[config.mk]
export PLATFORM = sky130hd
export DESIGN_NAME = cc_branch_unit
export DESIGN_NICKNAME = d
export VERILOG_FILES = /design/src/rtl/cbl_pkg.sv /design/src/rtl/cbl_decode.sv /design/src/rtl/cbl_mask_match.sv /design/src/rtl/cbl_pc_select.sv /design/src/rtl/cc_branch_unit.sv
export SDC_FILE = /design/constraint.sdc
export NUM_CORES = 1
export LEC_CHECK = 0
export BUFFER_PORTS_ARGS = -buffer_cell sky130_fd_sc_hd__buf_4
export CELL_PAD_IN_SITES_DETAIL_PLACEMENT = 1
export CELL_PAD_IN_SITES_GLOBAL_PLACEMENT = 1
export CORE_ASPECT_RATIO = 1.5
export CORE_UTILIZATION = 32
export DETAILED_ROUTE_END_ITERATION = 10
export GPL_ROUTABILITY_DRIVEN = 0
export PLACE_DENSITY_LB_ADDON = 0.1
export SLEW_MARGIN = 10
export SYNTH_ARGS = -nofsm -noshare
export SYNTH_HDL_FRONTEND = slang
export SYNTH_SLANG_ARGS = --single-unit
[constraint.sdc]
create_clock -name clk -period 3.3 [get_ports clk]
set_input_delay 0.495 -clock clk [delete_from_list [all_inputs] [get_ports clk]]
set_output_delay 0.495 -clock clk [all_outputs]
set_load 0.02 [all_outputs]
[src/rtl/cbl_pkg.sv]
package cbl_pkg;
    typedef enum logic [1:0] {
        KIND_NONE = 2'd0,
        KIND_COND = 2'd1,
        KIND_LINK = 2'd2
    } instr_kind_e;
endpackage

[src/rtl/cbl_decode.sv]
module cbl_decode
    import cbl_pkg::*;
#(
    parameter int          CTL_W   = 8,
    parameter logic [7:0]  OP_COND = 8'hC4,
    parameter logic [7:0]  OP_LINK = 8'hC5,
    localparam int         FIELD_W = CTL_W / 2
) (
    input  logic               valid_i,
    input  logic [7:0]         op_i,
    input  logic [CTL_W-1:0]   ctl_i,
    output instr_kind_e        kind_o,
    output logic [FIELD_W-1:0] field_o,
    output logic               low_bad_o
);
    always_comb begin
        kind_o = KIND_NONE;
        if (valid_i) begin
            if (op_i == OP_COND)      kind_o = KIND_COND;
            else if (op_i == OP_LINK) kind_o = KIND_LINK;
        end
    end

    assign field_o   = ctl_i[CTL_W-1:FIELD_W];
    assign low_bad_o = |ctl_i[FIELD_W-1:0];
endmodule

[src/rtl/cbl_mask_match.sv]
module cbl_mask_match #(
    parameter int  N_CC = 4,
    localparam int CC_W = $clog2(N_CC)
) (
    input  logic [N_CC-1:0] mask_i,
    input  logic [CC_W-1:0] cc_i,
    output logic            hit_o
);
    logic [N_CC-1:0] sel;

    // leftmost mask bit belongs to code 0
    for (genvar i = 0; i < N_CC; i++) begin : g_code
        assign sel[i] = mask_i[N_CC-1-i] & (cc_i == CC_W'(i));
    end

    assign hit_o = |sel;
endmodule

[src/rtl/cbl_pc_select.sv]
module cbl_pc_select #(
    parameter int ADDR_W = 24
) (
    input  logic              take_i,
    input  logic [ADDR_W-1:0] target_i,
    input  logic [ADDR_W-1:0] seq_i,
    output logic [ADDR_W-1:0] pc_o
);
    assign pc_o = take_i ? target_i : seq_i;
endmodule

[src/rtl/cc_branch_unit.sv]
module cc_branch_unit
    import cbl_pkg::*;
#(
    parameter int         ADDR_W  = 24,
    parameter int         CTL_W   = 8,
    parameter logic [7:0] OP_COND = 8'hC4,
    parameter logic [7:0] OP_LINK = 8'hC5,
    localparam int        FIELD_W = CTL_W / 2,
    localparam int        CC_W    = $clog2(FIELD_W)
) (
    input  logic               clk,
    input  logic               rst_n,
    input  logic               instr_valid,
    input  logic [7:0]         instr_op,
    input  logic [CTL_W-1:0]   instr_ctl,
    input  logic [CC_W-1:0]    cond_code,
    input  logic [ADDR_W-1:0]  target_addr,
    input  logic [ADDR_W-1:0]  seq_addr,
    output logic               pc_valid,
    output logic [ADDR_W-1:0]  pc_next,
    output logic               branch_taken,
    output logic               reg_we,
    output logic [FIELD_W-1:0] reg_idx,
    output logic [ADDR_W-1:0]  reg_wdata,
    output logic               spec_err
);
    typedef struct packed {
        logic               pc_valid;
        logic [ADDR_W-1:0]  pc;
        logic               taken;
        logic               we;
        logic [FIELD_W-1:0] idx;
        logic [ADDR_W-1:0]  wdata;
        logic               spec_err;
    } out_state_t;

    instr_kind_e        kind;
    logic [FIELD_W-1:0] field;
    logic               low_bad;
    logic               mask_hit;
    logic               take;
    logic [ADDR_W-1:0]  pc_sel;
    out_state_t         st_d, st_q;

    cbl_decode #(
        .CTL_W   (CTL_W),
        .OP_COND (OP_COND),
        .OP_LINK (OP_LINK)
    ) u_decode (
        .valid_i   (instr_valid),
        .op_i      (instr_op),
        .ctl_i     (instr_ctl),
        .kind_o    (kind),
        .field_o   (field),
        .low_bad_o (low_bad)
    );

    cbl_mask_match #(.N_CC(FIELD_W)) u_match (
        .mask_i (field),
        .cc_i   (cond_code),
        .hit_o  (mask_hit)
    );

    always_comb begin
        unique case (kind)
            KIND_COND: take = mask_hit && !low_bad;
            KIND_LINK: take = 1'b1;
            default:   take = 1'b0;
        endcase
    end

    cbl_pc_select #(.ADDR_W(ADDR_W)) u_pcsel (
        .take_i   (take),
        .target_i (target_addr),
        .seq_i    (seq_addr),
        .pc_o     (pc_sel)
    );

    always_comb begin
        st_d          = '0;
        st_d.pc_valid = (kind != KIND_NONE);
        st_d.taken    = take;
        if (kind != KIND_NONE) st_d.pc = pc_sel;
        if (kind == KIND_LINK) begin
            st_d.we    = 1'b1;
            st_d.idx   = field;
            st_d.wdata = seq_addr;
        end
        if (kind == KIND_COND) st_d.spec_err = low_bad;
    end

    always_ff @(posedge clk) begin
        if (!rst_n) st_q <= '0;
        else        st_q <= st_d;
    end

    assign pc_valid     = st_q.pc_valid;
    assign pc_next      = st_q.pc;
    assign branch_taken = st_q.taken;
    assign reg_we       = st_q.we;
    assign reg_idx      = st_q.idx;
    assign reg_wdata    = st_q.wdata;
    assign spec_err     = st_q.spec_err;

    AST_TAKEN_GOES_TO_TARGET: assert property (@(posedge clk) disable iff (!rst_n)
        branch_taken |-> (pc_valid && pc_next == $past(target_addr)));
    AST_LINK_DATA_IS_SEQ: assert property (@(posedge clk) disable iff (!rst_n)
        reg_we |-> (branch_taken && reg_wdata == $past(seq_addr)));
    AST_SPEC_SUPPRESSES: assert property (@(posedge clk) disable iff (!rst_n)
        spec_err |-> (!branch_taken && !reg_we && pc_next == $past(seq_addr)));
    AST_ALL_ONES_TAKEN: assert property (@(posedge clk) disable iff (!rst_n)
        ($past(rst_n) && $past(instr_valid && instr_op == OP_COND && instr_ctl == 8'hF0))
        |-> branch_taken);
    AST_EMPTY_MASK_FALLS: assert property (@(posedge clk) disable iff (!rst_n)
        ($past(rst_n) && $past(instr_valid && instr_op == OP_COND && instr_ctl == 8'h00))
        |-> (!branch_taken && pc_valid));
    AST_NO_OUTPUT_IDLE: assert property (@(posedge clk) disable iff (!rst_n)
        !pc_valid |-> (!branch_taken && !reg_we && !spec_err));
    AST_WRITE_XOR_ERR: assert property (@(posedge clk) disable iff (!rst_n)
        $onehot0({reg_we, spec_err}));
endmodule

==> results of run 1 <==
where the power goes:
| group | leakage, nW | switching (mW) | internal [mW] |
|---|---|---|---|
| sequential | 0.451 | 0.000160 | 0.676 |
| clock | 0.0410 | 0.209 | 0.145 |
| combinational | 1.06 | 0.0536 | 0.0742 |
| total | 1.55 | 0.262 | 0.895 |
kinds of logic after synthesis:
logic type | after synthesis | share of synthesized area, %
AOI/OAI and AO/OA | 19 | 6.25
buffers and inverters | 14 | 3.12
DFF | 56 | 57.1
muxes | 18 | 9.81
and+or+nand+nor | 88 | 23.7
per-stage QoR:
step	area [um^2]	worst slack [ns]	hold slack (ns)	std cells
6_report	3010	1.33	0.425	386
5_1_grt	3010	1.16	0.413	386
4_1_cts	3010	1.32	0.421	386
3_5_place_dp	2930	0.991	0.743	379
3_3_place_gp	2930	1.11	0.738	379
2_1_floorplan	1960	1.68	0.634	195
state kept, by name (all words and copies together) (netlist names):
name / cells
reg_wdata: 24
pc_valid: 1
pc_next: 24
branch_taken: 1
reg_we: 1
reg_idx: 4
spec_err: 1
worst max-delay path, cell delays in order:
cell,delay [ns]
buf_4,0.10
nor4bb_1,0.30
nand3_1,0.40
inv_1,0.15
buf_4,0.46
nand2_1,0.13
mux2i_1,0.15
cell type report:
type,count,share of cell area [%]
flip-flops and latches,56,37.2
inverters,1,0.125
multi-input cells,125,25.9
clock inverters,1,0.166
well taps,72,2.99
clock buffers,6,2.41
repair buffers,125,31.2
worst paths after layout:
kind	to	slack [ns]
worst min-delay path	pc_next[22]$_SDFF_PN0_	0.43
worst max-delay path	pc_next[13]$_SDFF_PN0_	1.33
synth_stat cells, types with 3 or more instances:
cell / count / area [um^2]
dfxtp_1: 56 / 1120
nand2_1: 30 / 113
and3_1: 29 / 181
mux2i_1: 17 / 170
nor2_1: 13 / 48.8
a21oi_1: 9 / 45.0
a31oi_1: 9 / 56.3
nand2b_1: 9 / 56.3
clkbuf_1: 8 / 30.0
buf_1: 3 / 11.3
layer usage:
| metal | vias up | part of all wire (%) | global-route usage (%) |
|---|---|---|---|
| li1 | 893 | - | - |
| met1 | 852 | 37 | 17.8 |
| met2 | 82 | 53 | 31.4 |
| met3 | 6 | 8.2 | 5.02 |
| met4 | 0 | 1.4 | 5.40 |
| met5 | - | 0 | 0 |
==> impl_metrics.json, run 1 <==
{
  "run_status": "complete, no violations",
  "avgSynthCellArea_um2": 10.1,
  "syn_inst": 195,
  "cts.reportedPaths.clkPinSlew_ns": 0.10,
  "final_nets": 383,
  "core_mm2": 0.00587,
  "syn_nets": 264,
  "drt-initial-drc-count": 60,
  "synth_edf_count": 0,
  "syn_area_mm2": 0.00196,
  "cts_max_level": 2,
  "routed_wirelength_um": 5540,
  "cts_tree": "built",
  "tns_ns": 0,
  "register_area_mm2": 0.00112,
  "grt_pass1_vias": 1785,
  "final_cell_mix": "buf_4 (125), dfxtp_1 (56), nand2_1 (30), and3_1 (29), mux2i_1 (17)",
  "cp.required_ns": 3.53,
  "fillers": 698,
  "seq_area_frac_synth_pct": 57.1,
  "maxCapViolCount": 0,
  "final_common_cell": "buf_4",
  "numCtsBuffers": 5,
  "holdCritPathClass": "primary input to register",
  "critPathKind": "primary input to register",
  "clock.fmax_ghz": 0.507,
  "ant_nets": 0,
  "period_share_pct": 59.8,
  "slew_headroom_pct": 60.4,
  "timing.final.crit_period_ns": 1.97,
  "pin_count": 125,
  "post_cts_buffers": 0,
  "antenna_found_initial": 0,
  "syn_to_final_growth_pct": 53.4,
  "grt_max_degree": 61,
  "cts_sinks": 56,
  "ys_seq_elements": 56,
  "crit_path_start_kind": "primary input",
  "whs_path_depth": 3,
  "maxSlewViolCount": 0,
  "startpoint": "instr_op[1]",
  "synth.distinct_cells": 22,
  "grt_pass1_wl_um": 8330,
  "finalHoldViolCount": 0,
  "multiInputGateArea_um2": 781,
  "grt_util_all_layers_pct": 17.0,
  "cts_resized": 0,
  "drt_first_pass_iters": 4,
  "start_util_pct": 33.4,
  "die_height_um": 97.9,
  "core.rowCount": 34,
  "numPortBuffers": 124,
  "cp.arrival_ns": 2.20,
  "wire_per_inst_um": 14.3,
  "design_power_total_mw": 1.16,
  "ir_drop_uv": 231,
  "ys_warn_count": 0,
  "hp-start": "target_addr[22]",
  "p_leak_nw": 1.55,
  "hpwl_um": 4070,
  "pwr_density_cell_mw_per_mm2": 384,
  "via_per_inst": 4.75,
  "die_area_mm2": 0.00646,
  "cts_buffer_depth": 2,
  "ys.flop_type": "dfxtp_1",
  "fin_util_pct": 51.3,
  "crit_fanout": 60,
  "async_flop_share_pct": 0,
  "end_kind": "register",
  "rsz0062_at_grt": "no",
  "worst_slew_pin_slew_ns": 0.590,
  "diodes": 0,
  "drive_gt1_share_pct": 43.3,
  "dieWidth_um": 66.0,
  "drc": 0,
  "setup_viol": 0,
  "dr_total_vias": 1833,
  "cts-root-buf": "clkbuf_8",
  "gr-total-overflow": 0,
  "ctsHoldBuffers": 0
}
No activity file was read; power rests on OpenSTA's default activity.
==> run 2: changes to the inputs <==
--- a/config.mk
+++ b/config.mk
@@ -9,7 +9,7 @@
 export CELL_PAD_IN_SITES_DETAIL_PLACEMENT = 1
 export CELL_PAD_IN_SITES_GLOBAL_PLACEMENT = 1
 export CORE_ASPECT_RATIO = 1.5
-export CORE_UTILIZATION = 32
+export CORE_UTILIZATION = 27
 export DETAILED_ROUTE_END_ITERATION = 10
 export GPL_ROUTABILITY_DRIVEN = 0
 export PLACE_DENSITY_LB_ADDON = 0.1
==> constraint.sdc (replaced) <==
create_clock -name clk -period 1.6 [get_ports clk]
set_input_delay 0.24 -clock clk [delete_from_list [all_inputs] [get_ports clk]]
set_output_delay 0.24 -clock clk [all_outputs]
set_load 0.02 [all_outputs]
==> impl_metrics.json, run 2 (same netlist as run 1, synthesis figures left out) <==
{
  "run_status": "complete, no violations",
  "dieWidth_um": 71.6,
  "fillers": 823,
  "placed_area_mm2": 0.00300,
  "dr_total_vias": 1846,
  "setup_viol": 0,
  "startpoint": "instr_op[1]",
  "hp-start": "target_addr[22]",
  "setup_slack_ns": 0.418,
  "fin_util_pct": 44.6,
  "grt_pass1_vias": 1901,
  "ant_nets": 0,
  "rsz0062_at_grt": "no",
  "core_mm2": 0.00694,
  "cts_sinks": 56,
  "final_cell_mix": "buf_4 (130), dfxtp_1 (56), nand2_1 (30), and3_1 (29), mux2i_1 (17)",
  "drc": 0,
  "clock.fmax_ghz": 0.846,
  "cts-root-buf": "clkbuf_8",
  "cts_max_level": 2,
  "finalHoldViolCount": 0,
  "die_height_um": 106,
  "cp_num_cells": 7,
  "whs_path_depth": 3,
  "worst_slew_pin_slew_ns": 0.367,
  "timing.final.crit_period_ns": 1.18,
  "cts_resized": 0,
  "crit_path_start_kind": "primary input",
  "place_ws_ns": 0.0885,
  "numPortBuffers": 124,
  "endpoint": "pc_next[14]$_SDFF_PN0_",
  "p_leak_nw": 1.59,
  "path_cells": "buf_4, nor4bb_1, nand3_1, inv_1, buf_12, nand2_1, mux2i_1",
  "wire_per_inst_um": 14.7,
  "grt_max_degree": 44,
  "pwr_density_cell_mw_per_mm2": 800,
  "holdCritPathClass": "primary input to register",
  "ctsHoldBuffers": 0,
  "gr-total-overflow": 0,
  "diodes": 0,
  "cts_tree": "built",
  "cp_num_buf_inv": 3,
  "start_util_pct": 28.3,
  "routed_wirelength_um": 5840,
  "cts.reportedPaths.clkPinSlew_ns": 0.09,
  "end_kind": "register",
  "crit_fanout": 43,
  "cp.required_ns": 1.82,
  "cp.arrival_ns": 1.40,
  "period_share_pct": 73.9,
  "cts_buffer_depth": 2,
  "tns_ns": 0,
  "syn_to_final_growth_pct": 57.7,
  "via_per_inst": 4.64,
  "final_nets": 389,
  "post_cts_buffers": 0,
  "critPathSlowestCell": "nor4bb_1",
  "core.rowCount": 37,
  "design_area_mm2": 0.00310,
  "maxSlewViolCount": 0,
  "critPathKind": "primary input to register",
  "antenna_found_initial": 0,
  "grt_pass1_wl_um": 9110,
  "drt_first_pass_iters": 4,
  "pin_count": 125,
  "numCtsBuffers": 5,
  "hpwl_um": 4590,
  "die_area_mm2": 0.00762,
  "grt_util_all_layers_pct": 15.5,
  "drt-initial-drc-count": 76,
  "cp_top_family": "simple AND/OR/NAND/NOR gates",
  "ir_drop_uv": 402,
  "drive_gt1_share_pct": 44.7,
  "maxCapViolCount": 0,
  "final_common_cell": "buf_4",
  "critPathMaxStageDelay_ns": 0.31,
  "slew_headroom_pct": 75.6
}
==> run 2: changes by cell type in the layout (fill, tap and decap cells not counted) <==
cell	previous run	this run
buf_4	125	130
clkbuf_8	5	7
buf_12	0	1
clkbuf_1	1	0
clkinv_2	1	0
==> run 2: worst min path at each step <==
stage | endpoint | slack (ns)
floorplan | pc_next[10]$_SDFF_PN0_ | 0.38
global placement | pc_next[0]$_SDFF_PN0_ | 0.48
detailed placement | reg_wdata[16]$_SDFF_PN0_ | 0.49
CTS | reg_wdata[20]$_SDFF_PN0_ | 0.17
global route | reg_wdata[6]$_SDFF_PN0_ | 0.16
finish | pc_next[22]$_SDFF_PN0_ | 0.18
==> run 2: layout make-up <==
type	count	area [um^2]	area share, %
sequential	56	1120	36.2
timing repair buffer	131	996	32.2
multi-input combinational	125	781	25.2
tap	78	97.6	3.15
clock buffer	7	96.3	3.11
inverter	1	3.75	0.121
==> run 2: through the flow <==
step,power (mW),hold slack [ns],instances
2_1_floorplan,1.53,0.379,195
6_report,2.48,0.183,398
5_1_grt,2.60,0.163,398
3_5_place_dp,1.70,0.488,391
3_3_place_gp,1.70,0.483,391
4_1_cts,2.53,0.169,398
==> run 2: metal layers <==
metal	part of all wire, %	GRT usage [%]	routed length [um]	vias up
met3	7.6	4.45	441	4
met5	0	0	0	-
li1	-	-	-	904
met4	0.98	4.90	57	0
met2	57	30.1	3310	80
met1	35	15.3	2030	858
==> run 2: where the power goes <==
part | leakage, nW | total (mW) | switching (mW) | internal [mW]
sequential | 0.451 | 1.39 | 0.000331 | 1.39
combinational | 1.09 | 0.273 | 0.114 | 0.159
clock | 0.0503 | 0.810 | 0.423 | 0.387
total | 1.59 | 2.48 | 0.537 | 1.94
